===== src/rtl/ds3_ais_pkg.sv =====
package ds3_ais_pkg;
  parameter int unsigned SUBFRAMES    = 7;
  parameter int unsigned BLOCKS       = 8;
  parameter int unsigned PAYLOAD_BITS = 84;

  typedef enum logic [2:0] {
    OH_X, OH_P, OH_M0, OH_M1, OH_F0, OH_F1, OH_C
  } oh_kind_e;

  // block order within a subframe: lead, F1, C, F0, C, F0, C, F1
  function automatic oh_kind_e oh_kind(input int unsigned sf, input int unsigned blk);
    oh_kind_e k;
    case (blk)
      0: begin
        case (sf)
          0, 1:    k = OH_X;
          2, 3:    k = OH_P;
          5:       k = OH_M1;
          default: k = OH_M0;
        endcase
      end
      1, 7:    k = OH_F1;
      3, 5:    k = OH_F0;
      default: k = OH_C;
    endcase
    return k;
  endfunction
endpackage


===== src/rtl/ais_frame_pos.sv =====
module ais_frame_pos #(
  parameter int unsigned SUBFRAMES    = 7,
  parameter int unsigned BLOCKS       = 8,
  parameter int unsigned PAYLOAD_BITS = 84,
  localparam int unsigned SF_W  = $clog2(SUBFRAMES),
  localparam int unsigned BLK_W = $clog2(BLOCKS),
  localparam int unsigned BIT_W = $clog2(PAYLOAD_BITS + 1)
) (
  input  logic             clk_i,
  input  logic             rst_ni,
  output logic [SF_W-1:0]  sf_o,
  output logic [BLK_W-1:0] blk_o,
  output logic [BIT_W-1:0] bit_o,
  output logic             ovh_o,
  output logic             frame_end_o
);
  localparam logic [BIT_W-1:0] BIT_LAST = BIT_W'(PAYLOAD_BITS);
  localparam logic [BLK_W-1:0] BLK_LAST = BLK_W'(BLOCKS - 1);
  localparam logic [SF_W-1:0]  SF_LAST  = SF_W'(SUBFRAMES - 1);

  logic [SF_W-1:0]  sf_q;
  logic [BLK_W-1:0] blk_q;
  logic [BIT_W-1:0] bit_q;
  logic bit_wrap, blk_wrap;

  assign bit_wrap = (bit_q == BIT_LAST);
  assign blk_wrap = bit_wrap && (blk_q == BLK_LAST);

  always_ff @(posedge clk_i or negedge rst_ni) begin
    if (!rst_ni) begin
      sf_q  <= '0;
      blk_q <= '0;
      bit_q <= '0;
    end else begin
      bit_q <= bit_wrap ? '0 : bit_q + 1'b1;
      if (bit_wrap) blk_q <= blk_wrap ? '0 : blk_q + 1'b1;
      if (blk_wrap) sf_q <= (sf_q == SF_LAST) ? '0 : sf_q + 1'b1;
    end
  end

  assign sf_o        = sf_q;
  assign blk_o       = blk_q;
  assign bit_o       = bit_q;
  assign ovh_o       = (bit_q == '0);
  assign frame_end_o = blk_wrap && (sf_q == SF_LAST);

  // the first payload bit always follows an overhead bit
  assert_payload_after_ovh_R4: assert property (@(posedge clk_i) disable iff (!rst_ni)
    ovh_o |=> (bit_q == BIT_W'(1)));

  // frame wraps to subframe 0, block 0, overhead slot
  assert_frame_wrap_R10: assert property (@(posedge clk_i) disable iff (!rst_ni)
    frame_end_o |=> (sf_q == '0 && blk_q == '0 && ovh_o));
endmodule


===== src/rtl/ais_frame_parity.sv =====
module ais_frame_parity (
  input  logic clk_i,
  input  logic rst_ni,
  input  logic payload_i,
  input  logic bit_i,
  input  logic frame_end_i,
  output logic parity_o
);
  logic acc_q, par_q, acc_nxt;

  assign acc_nxt = acc_q ^ (payload_i & bit_i);

  always_ff @(posedge clk_i or negedge rst_ni) begin
    if (!rst_ni) begin
      acc_q <= 1'b0;
      par_q <= 1'b0;
    end else if (frame_end_i) begin
      acc_q <= 1'b0;
      par_q <= acc_nxt;
    end else begin
      acc_q <= acc_nxt;
    end
  end

  assign parity_o = par_q;

  // accumulation restarts cleanly each frame
  assert_acc_cleared_R8: assert property (@(posedge clk_i) disable iff (!rst_ni)
    frame_end_i |=> (acc_q == 1'b0));

  // latched parity only moves at a frame boundary
  assert_par_hold_R8: assert property (@(posedge clk_i) disable iff (!rst_ni)
    !frame_end_i |=> $stable(par_q));
endmodule


===== src/rtl/ds3_ais_gen.sv =====
module ds3_ais_gen
  import ds3_ais_pkg::*;
#(
  parameter int unsigned N_SUBFRAMES = SUBFRAMES,
  parameter int unsigned N_BLOCKS    = BLOCKS,
  parameter int unsigned N_PAYLOAD   = PAYLOAD_BITS,
  localparam int unsigned SF_W  = $clog2(N_SUBFRAMES),
  localparam int unsigned BLK_W = $clog2(N_BLOCKS),
  localparam int unsigned BIT_W = $clog2(N_PAYLOAD + 1)
) (
  input  logic clk_i,
  input  logic rst_ni,
  input  logic ais_n_i,
  input  logic data_i,
  output logic data_o
);
  logic [SF_W-1:0]  sf;
  logic [BLK_W-1:0] blk;
  logic [BIT_W-1:0] bit_idx;
  logic ovh, frame_end, parity, ais_bit, ovh_bit, out_q;

  ais_frame_pos #(
    .SUBFRAMES(N_SUBFRAMES), .BLOCKS(N_BLOCKS), .PAYLOAD_BITS(N_PAYLOAD)
  ) i_pos (
    .clk_i(clk_i), .rst_ni(rst_ni),
    .sf_o(sf), .blk_o(blk), .bit_o(bit_idx),
    .ovh_o(ovh), .frame_end_o(frame_end)
  );

  ais_frame_parity i_par (
    .clk_i(clk_i), .rst_ni(rst_ni),
    .payload_i(!ovh), .bit_i(ais_bit),
    .frame_end_i(frame_end), .parity_o(parity)
  );

  always_comb begin
    case (oh_kind(int'(sf), int'(blk)))
      OH_X, OH_M1, OH_F1: ovh_bit = 1'b1;
      OH_P:               ovh_bit = parity;
      default:            ovh_bit = 1'b0;
    endcase
  end

  // odd payload index -> 1, so each block's payload opens with a 1
  assign ais_bit = ovh ? ovh_bit : bit_idx[0];

  always_ff @(posedge clk_i or negedge rst_ni) begin
    if (!rst_ni) out_q <= 1'b0;
    else         out_q <= ais_n_i ? data_i : ais_bit;
  end

  assign data_o = out_q;


  assert_pass_through_R2: assert property (@(posedge clk_i) disable iff (!rst_ni)
    ais_n_i |=> (data_o == $past(data_i)));


  assert_alarm_select_R3: assert property (@(posedge clk_i) disable iff (!rst_ni)
    !ais_n_i |=> (data_o == $past(ais_bit)));
endmodule


===== config.mk =====
export PLATFORM = sky130hd
export DESIGN_NAME = ds3_ais_gen
export DESIGN_NICKNAME = d
export VERILOG_FILES = /design/src/rtl/ds3_ais_pkg.sv /design/src/rtl/ais_frame_pos.sv /design/src/rtl/ais_frame_parity.sv /design/src/rtl/ds3_ais_gen.sv
export SDC_FILE = /design/constraint.sdc
export NUM_CORES = 1
export LEC_CHECK = 0
export BUFFER_PORTS_ARGS = -buffer_cell sky130_fd_sc_hd__clkbuf_2
export CELL_PAD_IN_SITES_DETAIL_PLACEMENT = 0
export CELL_PAD_IN_SITES_GLOBAL_PLACEMENT = 1
export CORE_ASPECT_RATIO = 0.75
export CORE_UTILIZATION = 40
export CTS_BUF_LIST = sky130_fd_sc_hd__clkbuf_16
export CTS_CLUSTER_DIAMETER = 80
export DETAILED_ROUTE_END_ITERATION = 6
export PLACE_DENSITY_LB_ADDON = 0.2
export SKIP_LAST_GASP = 1
export SLEW_MARGIN = 0
export SYNTH_ARGS = -nofsm -noshare
export SYNTH_HDL_FRONTEND = slang
export SYNTH_HIERARCHICAL = 1
export SYNTH_SLANG_ARGS = --single-unit

===== constraint.sdc =====
create_clock -name clk_i -period 5.6 [get_ports clk_i]
set_input_delay 0.28 -clock clk_i [delete_from_list [all_inputs] [get_ports clk_i]]
set_output_delay 0.28 -clock clk_i [all_outputs]
set_load 0.01 [all_outputs]

==> results.ini, run 1 <==
[floorplan]
num_rows=14
die-height_um=42.2
die_w_um=55.6
io_pins=5
dieArea_mm2=0.00234
start_util_pct=42.7
coreArea_mm2=0.00201

[critical_path]
r2r_start=i_pos/bit_o[0]$_DFF_PN0_
path_cells=inv_1 > ha_1 > or3b_1 > nor4_1 > inv_1 > nand2_1 > nand2_1 > a21bo_2 > a31oi_2
r2r_cells=9
arrival_ns=2.44
critPathRequiredTime_ns=5.77
critPathKind=flip-flop to flip-flop
crit_path_max_incr_delay_ns=0.48
crit_fanout=7
start_kind=flip-flop
reg2reg_slack_ns=3.33
critPathSlowestCell=or3b_1
end_kind=flip-flop
timing.rr.end=i_par/parity_o$_DFFE_PN0P_

[clock_network]
clock_latency_ns=0.25
cts.sinks=16
cts_tree=done
ctsRootBufferMaster=clkbuf_16
hold_buffers=1
htreeDepth=1
cts_buffers=3
cts_buffer_depth=2
cts.clk_slew.worst_paths_ns=0.05
post_cts_resized=0
post_cts_buffers=0

[route]
routed_wl_um=1390
dr_total_vias=557
drtIter0Drc=7
drtPass1Iterations=2
drcViolationCount=0
wl_per_cell_um=12.5
viasPerCell=5.02
postRouteAntennaNets=0

[grt]
grt.overflow.total=0
grt_pass1_wl_um=2620
grt_usage_pct=15.5
grt_max_degree=17
antenna_found_initial=0
grt_pass1_vias=555

[finish]
synthToLayoutAreaGrowth_pct=14.4
design_area_um2=985
num_antenna_cells=0
layout_common_cells=dfrtp_1 (16), nor2_1 (9), inv_1 (6), nand3_1 (5)
nFillCells=193
final_common_cell=dfrtp_1
drive_above_1_share_pct=21.8
nNetsFinal=96

[min_path]
hp-class=input pin to flip-flop
hold_path_end=data_o$_DFF_PN0_
hold_path_depth=3
min-delay-start=ais_n_i

[pwr]
vdd_ir_drop_max_uv=231
cellLeakagePower_nw=0.438
p_per_area_mw_per_mm2=264

[sta]
period_needed_ns=2.27
hold_viol=0
setup_violations=0
tns_ns=0
worst_pin_slew_ns=0.439
fin_crit_sh_pct=40.5
skew_ns=0.00162
rsz0062_at_grt=no
drv_slew=0
relSlewSlack_pct=70.5
fmax_mhz=441

[logic_synthesis]
syn_inst=80
syn_avg_cell_area_um2=10.8
ys_seq_area_share_pct=46.5
ys_seq_elements=16
synthesis.area_um2=861
yosys_warnings=6
synth.distinct_cells=34
synth_nets=88

[place]
place_area_um2=896
gp_congestion=0.726
io_buffer_count=4
dpl.hpwl_um=985

[flow_run]
cap_viol_max_count=0

[status]
outcome=finished, final reports clean

==> how the worst max path moves through the flow <==
stage / to / slack, ns / cells after the start / from
after detailed placement: i_par/parity_o$_DFFE_PN0P_ / 3.33 / 9 / i_pos/bit_o[0]$_DFF_PN0_
final: i_par/parity_o$_DFFE_PN0P_ / 3.33 / 9 / i_pos/bit_o[0]$_DFF_PN0_
after global placement: i_par/parity_o$_DFFE_PN0P_ / 3.39 / 9 / i_pos/bit_o[0]$_DFF_PN0_
after floorplan: i_par/parity_o$_DFFE_PN0P_ / 3.54 / 10 / i_pos/bit_o[0]$_DFF_PN0_
after global routing: i_par/parity_o$_DFFE_PN0P_ / 3.10 / 9 / i_pos/bit_o[0]$_DFF_PN0_
after CTS: i_par/parity_o$_DFFE_PN0P_ / 3.32 / 9 / i_pos/bit_o[0]$_DFF_PN0_
==> registers in the layout, summed over array words and instances, names as in the netlist <==
| signal | flops |
|---|---|
| i_par/parity_o | 1 |
| data_o | 1 |
| i_pos/sf_o | 3 |
| i_pos/blk_o | 3 |
| i_par/acc_q | 1 |
| i_pos/bit_o | 7 |
==> synth_stat cells <==
| master | n | area share, % |
|---|---|---|
| dfrtp_1 | 16 | 47 |
| nor2_1 | 9 | 3.9 |
| inv_1 | 6 | 2.6 |
| nand3_1 | 5 | 2.9 |
| ha_1 | 4 | 5.8 |
| a21oi_1 | 3 | 1.7 |
| nand2_1 | 3 | 1.3 |
| a31oi_2 | 2 | 2.9 |
| mux2_1 | 2 | 2.6 |
| mux2_2 | 2 | 2.6 |
| nor2b_1 | 2 | 1.5 |
| o21ai_0 | 2 | 1.2 |
| xnor2_1 | 2 | 2.0 |
| xor2_1 | 2 | 2.0 |
| a21bo_2 | 1 | 1.2 |
| a21oi_2 | 1 | 1.0 |
| a31o_1 | 1 | 1.0 |
| and3_1 | 1 | 0.73 |
| and3b_1 | 1 | 1.0 |
| buf_6 | 1 | 1.3 |
| clkbuf_1 | 1 | 0.44 |
| nand2b_4 | 1 | 1.6 |
| nand3b_1 | 1 | 0.87 |
| nand4_1 | 1 | 0.73 |
| nor2_4 | 1 | 1.3 |
| nor2b_2 | 1 | 1.0 |
| nor3_2 | 1 | 1.2 |
| nor4_1 | 1 | 0.73 |
| o211ai_2 | 1 | 1.5 |
| o21ai_2 | 1 | 1.0 |
| o31a_1 | 1 | 1.0 |
| o41ai_1 | 1 | 1.0 |
| or3_1 | 1 | 0.73 |
| or3b_1 | 1 | 1.0 |
==> metal layers <==
layer | part of all wire [%] | track usage (%) | vias up
li1 | - | - | 292
met3 | 4.4 | 6.48 | 5
met1 | 56 | 21.0 | 252
met2 | 37 | 20.5 | 8
met5 | 0 | 0 | -
met4 | 2.4 | 9.00 | 0
==> worst max-delay path: cells and delay by family (launching register included) <==
kind            cells  cell delay (ns)
flops               1             0.44
fa+ha+maj           1             0.13
simple gates        4             1.05
compound gates      2             0.35
buf+inv             2             0.21
==> cell type report <==
| type | instances | area, µm² | area share (%) |
|---|---|---|---|
| Multi-Input combinational cell | 56 | 423 | 42.9 |
| Sequential cell | 16 | 400 | 40.7 |
| Clock buffer | 3 | 75.1 | 7.62 |
| Timing Repair Buffer | 5 | 30.0 | 3.05 |
| Tap cell | 24 | 30.0 | 3.05 |
| Inverter | 6 | 22.5 | 2.29 |
| Clock inverter | 1 | 3.75 | 0.381 |
==> report_power, final <==
group | internal, W | total [W] | leakage [nW] | switching, W
sequential | 0.000116 | 0.000116 | 0.208 | 0.000000104
combinational | 0.00000186 | 0.00000515 | 0.192 | 0.00000328
clock | 0.0000947 | 0.000138 | 0.0385 | 0.0000438
total | 0.000213 | 0.000260 | 0.438 | 0.0000472
==> metrics by stage <==
step | total power [W] | util, % | setup slack (ns) | hold WS, ns | cells
final | 0.000260 | 48.9 | 3.33 | 0.295 | 111
after global routing | 0.000272 | 48.9 | 3.10 | 0.299 | 111
after CTS | 0.000264 | 48.9 | 3.32 | 0.295 | 111
after detailed placement | 0.000123 | 44.5 | 3.33 | 0.230 | 106
after global placement | 0.000123 | 44.5 | 3.39 | 0.227 | 106
after floorplan | 0.000119 | - | 3.54 | -0.0156 | 80
==> kinds of logic after synthesis <==
logic type,share of synthesized area (%)
DFF,46.5
buffers and inverters,4.36
AOI/OAI and AO/OA,13.5
muxes,5.23
and+or+nand+nor,20.5
adders and majority gates,5.81
xor gates and xnor gates,4.07
No activity file was read; power rests on OpenSTA's default activity.
==> run 2, diff against run 1 <==
clock period = 2 ns   (was 5.6 ns; I/O delays follow)
==> run 2 against run 1 <==
  * Combinational power grew to 2.8 times the previous value
  * Global-route usage shrank 0.77 points
  * Sequential share of layout area shrank 1.4 points
==> results.ini, run 2 (synthesis results as in run 1) <==
[pwr]
cellLeakagePower_nw=0.453  ; +3.3%
finalPower_w=0.000723  ; +180%
vdd_ir_drop_max_uv=588  ; +150%
p_per_area_mw_per_mm2=708  ; +170%

[clock_network]
clock_latency_ns=0.24  ; about the same
cts_buffer_depth=2  ; unchanged
ctsRootBufferMaster=clkbuf_16
cts_buffers=3  ; unchanged
cts.sinks=16  ; unchanged
htreeDepth=1  ; unchanged
cts_tree=done
cts.clk_slew.worst_paths_ns=0.05  ; about the same
post_cts_buffers=0  ; unchanged

[finish]
multi_input_area_um2=440  ; +4.1%
largest_reg_flops=7  ; unchanged
final_common_cell=dfrtp_1
layout_common_cells=dfrtp_1 (16), nor2_1 (9), inv_1 (6), nand3_1 (5)
nFillCells=174  ; -9.8%
num_antenna_cells=0  ; unchanged
regArea_um2=400  ; unchanged
drive_above_1_share_pct=27.0  ; +5.1 points
nNetsFinal=99  ; +3.1%
synthToLayoutAreaGrowth_pct=18.6

[floorplan]
start_util_pct=42.7  ; unchanged
io_pins=5  ; unchanged
num_rows=14  ; unchanged
die-height_um=42.2  ; unchanged
coreArea_mm2=0.00201  ; unchanged
dieArea_mm2=0.00234  ; unchanged
die_w_um=55.6  ; unchanged

[place]
io_buffer_count=4  ; unchanged
gp_congestion=0.750  ; +3.3%
place_ws_ns=0.0681  ; -3.27 ns
dpl.hpwl_um=1040  ; +5.9%

[status]
outcome=finished, final reports clean

[route]
viasPerCell=5.07  ; +1.1%
wl_per_cell_um=12.3  ; -1.6%
drtIter0Drc=15  ; +8
drcViolationCount=0  ; unchanged
postRouteAntennaNets=0  ; unchanged
dr_total_vias=573  ; +2.9%
drtPass1Iterations=4  ; +2
routed_wl_um=1390  ; +0.14%

[grt]
grt_usage_pct=14.7  ; -0.77 points
grt_max_degree=17  ; unchanged
grt_pass1_vias=544  ; -2.0%
grt_pass1_wl_um=2510  ; -4.0%
antenna_found_initial=0  ; unchanged
grt.overflow.total=0  ; unchanged

[critical_path]
critPathRequiredTime_ns=2.17  ; -3.60 ns
arrival_ns=2.04  ; -0.40 ns
end_kind=flip-flop
crit_fanout=4  ; -3
critPathKind=flip-flop to flip-flop
start_kind=flip-flop

[sta]
hold_viol=0  ; unchanged
tns_ns=0  ; unchanged
layout_setup_ws_ns=0.129  ; -3.20 ns
drv_slew=0  ; unchanged
worst_pin_slew_ns=0.404  ; -0.0345 ns
fmax_mhz=534  ; +21%
relSlewSlack_pct=73.1  ; +2.6 points
setup_violations=0  ; unchanged
fin_crit_sh_pct=93.6  ; +53 points
period_needed_ns=1.87  ; -0.398 ns
skew_ns=0.00105  ; -0.000575 ns
rsz0062_at_grt=no

[min_path]
hp-class=input pin to flip-flop

[flow_run]
cap_viol_max_count=0  ; unchanged

## run 2: changes by cell type in the layout (fill, tap and decap cells not counted), sizes merged
cell | before | now
buf | 0 | 3
clkinv | 1 | 0
## run 2: power by group
group	switching [W]	internal, W
logic	0.00000914	0.00000522
clock network	0.000121	0.000262
registers	0.000000334	0.000326
total	0.000130	0.000593
## run 2: metal layers
layer	global-route usage, %	wire length, µm
met3	7.41	80
met5	0	0
met4	4.50	10
met2	18.6	507
met1	21.5	793
## run 2: final timing paths
check / end / slack, ns / start / cells after the start
worst max-delay path: i_par/parity_o$_DFFE_PN0P_ / 0.13 / i_pos/bit_o[1]$_DFF_PN0_ / 9
worst min-delay path: data_o$_DFF_PN0_ / 0.12 / ais_n_i / 3
max in group asynchronous: i_pos/sf_o[1]$_DFFE_PN0P_ / 1.40 / rst_ni / 2
worst max register to register: i_par/parity_o$_DFFE_PN0P_ / 0.13 / i_pos/bit_o[1]$_DFF_PN0_ / 9
worst min register to register: i_pos/bit_o[5]$_DFF_PN0_ / 0.53 / i_pos/bit_o[5]$_DFF_PN0_ / 1
min in group asynchronous: i_pos/bit_o[3]$_DFF_PN0_ / 0.32 / rst_ni / 2
## run 2: cell type report
type | count | area share (%)
inverters | 6 | 2.21
repair buffers | 8 | 5.15
well taps | 24 | 2.94
multi-input cells | 56 | 43.1
clock buffers | 3 | 7.35
flip-flops and latches | 16 | 39.2
## run 2: worst max-delay path, stage by stage (launching register included)
cell	delay, ns
dfrtp_1	0.40
inv_1	0.07
ha_1	0.12
or3b_4	0.39
nor4_4	0.17
inv_1	0.11
nand2_1	0.11
nand2_1	0.07
a21bo_2	0.21
a31oi_2	0.15
## run 2: metrics by stage
step                util, %  hold WS, ns  cells  cell area (µm²)
floorplan                 -       -0.196     80              867
global placement       45.9       0.0504    109              925
detailed placement     45.9       0.0469    109              925
CTS                    50.1        0.117    113             1010
global route           50.7        0.127    113             1020
finish                 50.7        0.120    113             1020
## run 2: what timing repair did
action | in CTS | in global routing
hold endpoints to repair | 16 | 0
gates resized for setup | 0 | 2
hold buffers | 1 | 0
endpoints found under the setup margin | 0 | 2
==> run 3, diff against run 2 <==
clock period = 1.9 ns   (was 2 ns; I/O delays follow)
==> run 3 against run 2 <==
  * First-iteration DRC count down 60%
  * Maximum frequency increased by 3.3%
  * Clock power grew 5.7%
  * Design area rose by 5.3%
  * Global-route usage grew 0.97 points
  * Final cell count rose by 4.4%
  * Register-to-register slack worse by 0.04 ns
  * Critical path depth shrank 1
  * Hold slack lost 0.0030 ns
  * Die area unchanged
  * Sequential power up 5%
  * Core utilization up 2.7 points
  * Critical path type unchanged
  * Critical endpoint unchanged
  * Largest power group unchanged
==> results.ini, run 3 (synthesis results as in run 1) <==
[status]
outcome=finished, final reports clean

[clock_network]
cts_tree=done
cts_buffers=3  ; unchanged
clock_latency_ns=0.25  ; about the same
cts_buffer_depth=2  ; unchanged
cts.clk_slew.worst_paths_ns=0.05  ; about the same
htreeDepth=1  ; unchanged
cts.sinks=16  ; unchanged
ctsRootBufferMaster=clkbuf_16

[grt]
grt_usage_pct=15.7  ; +0.97 points
grt.overflow.total=0  ; unchanged
grt_max_degree=17  ; unchanged
grt_pass1_vias=607  ; +12%
antenna_found_initial=0  ; unchanged
grt_pass1_wl_um=2760  ; +9.9%

[finish]
multi_input_area_um2=453  ; +2.8%
largest_reg_flops=7  ; unchanged
fin_cells=118  ; +4.4%
drive_above_1_share_pct=35.1  ; +8.1 points
nFillCells=171  ; -1.7%
num_antenna_cells=0  ; unchanged
layout_common_cells=dfrtp_1 (16), nor2_1 (9), buf_4 (7), nand3_1 (5), inv_1 (5)
regArea_um2=400  ; unchanged
final_common_cell=dfrtp_1
nNetsFinal=104  ; +5.1%
synthToLayoutAreaGrowth_pct=24.9

[sta]
layout_setup_ws_ns=0.0881  ; -0.0407 ns
drv_slew=0  ; unchanged
relSlewSlack_pct=72.9  ; -0.13 points
fin_crit_sh_pct=95.4  ; +1.8 points
rsz0062_at_grt=yes
skew_ns=0.00373  ; +0.00269 ns
worst_pin_slew_ns=0.406  ; +0.00188 ns
tns_ns=0  ; unchanged
fmax_mhz=552  ; +3.3%
hold_viol=0  ; unchanged
whs_ns=0.117  ; -0.00299 ns
setup_violations=0  ; unchanged
period_needed_ns=1.81  ; -0.0593 ns

[route]
wl_per_cell_um=12.6  ; +2.6%
drtIter0Drc=6  ; -9
drcViolationCount=0  ; unchanged
postRouteAntennaNets=0  ; unchanged
routed_wl_um=1490  ; +7.2%
drtPass1Iterations=4  ; unchanged
viasPerCell=5.24  ; +3.3%
dr_total_vias=618  ; +7.9%

[floorplan]
dieArea_mm2=0.00234  ; unchanged
die-height_um=42.2  ; unchanged
io_pins=5  ; unchanged
num_rows=14  ; unchanged
die_w_um=55.6  ; unchanged
coreArea_mm2=0.00201  ; unchanged
start_util_pct=42.7  ; unchanged

[critical_path]
arrival_ns=1.98  ; -0.06 ns
path_cells=inv_1 > ha_1 > or3b_4 > buf_4 > nor3_4 > and3b_2 > nor2_1 > a31oi_2
end_kind=flip-flop
start_kind=flip-flop
crit_fanout=6  ; +2
critPathRequiredTime_ns=2.07  ; -0.10 ns
critPathSlowestCell=or3b_4
critPathKind=flip-flop to flip-flop
crit_path_max_incr_delay_ns=0.39  ; about the same
r2r_cells=8  ; -1

[min_path]
hp-class=input pin to flip-flop
hold_path_depth=3  ; unchanged

[place]
dpl.hpwl_um=1080  ; +3.3%
dp.cells=112  ; +2.8%
io_buffer_count=4  ; unchanged
place_ws_ns=0.0332  ; -0.0348 ns
gp_congestion=0.740  ; -1.4%

[pwr]
p_per_area_mw_per_mm2=710  ; +0.29%
finalPower_w=0.000764  ; +5.6%
vdd_ir_drop_max_uv=772  ; +31%
cellLeakagePower_nw=0.496  ; +9.4%

[flow_run]
cap_viol_max_count=0  ; unchanged

run 3: report_power, final:
part / switching (W) / internal, W / total, W
clock: 0.000129 / 0.000276 / 0.000405
sequential: 0.000000320 / 0.000343 / 0.000343
combinational: 0.00000968 / 0.00000548 / 0.0000152
run 3: path summary, 6_finish.rpt:
path,start,end,slack [ns]
worst max register to register,i_pos/bit_o[1]$_DFF_PN0_,i_par/parity_o$_DFFE_PN0P_,0.09
worst min register to register,i_pos/bit_o[5]$_DFF_PN0_,i_pos/bit_o[5]$_DFF_PN0_,0.51
worst min-delay path,ais_n_i,data_o$_DFF_PN0_,0.12
worst max-delay path,i_pos/bit_o[1]$_DFF_PN0_,i_par/parity_o$_DFFE_PN0P_,0.09
max in group asynchronous,rst_ni,i_pos/sf_o[1]$_DFFE_PN0P_,1.30
min in group asynchronous,rst_ni,i_pos/bit_o[5]$_DFF_PN0_,0.31
run 3: timing repair:
action                                  CTS  global route
setup buffers                             0             2
gates resized for setup                   0             7
endpoints found under the setup margin    0             3
hold buffers                              1             0
hold endpoints to repair                 16             0
run 3: final cells by class:
type | count | share of cell area [%]
timing repair buffer | 13 | 8.73
tap | 24 | 2.79
clock buffer | 3 | 6.98
multi-input combinational | 56 | 42.1
sequential | 16 | 37.3
inverter | 6 | 2.10
run 3: metal layers:
metal	vias up	wire [µm]	GRT usage, %
li1	308	-	-
met1	298	770	21.8
met2	8	642	21.7
met3	4	62	6.48
met4	0	17	6.00
met5	-	0	0
run 3: critical path, delay by kind of cell, from the launching register on:
family                     cells  cell delay [ns]
DFF                            1             0.37
AOI/OAI and AO/OA              1             0.13
and+or+nand+nor                4             0.87
buffers and inverters          2             0.24
adders and majority gates      1             0.13
run 3: per-stage QoR:
stage	cell area (µm²)	util, %
2_1_floorplan	876	-
3_3_place_gp	956	47.5
3_5_place_dp	956	47.5
4_1_cts	1040	51.7
5_1_grt	1070	53.4
6_report	1070	53.4
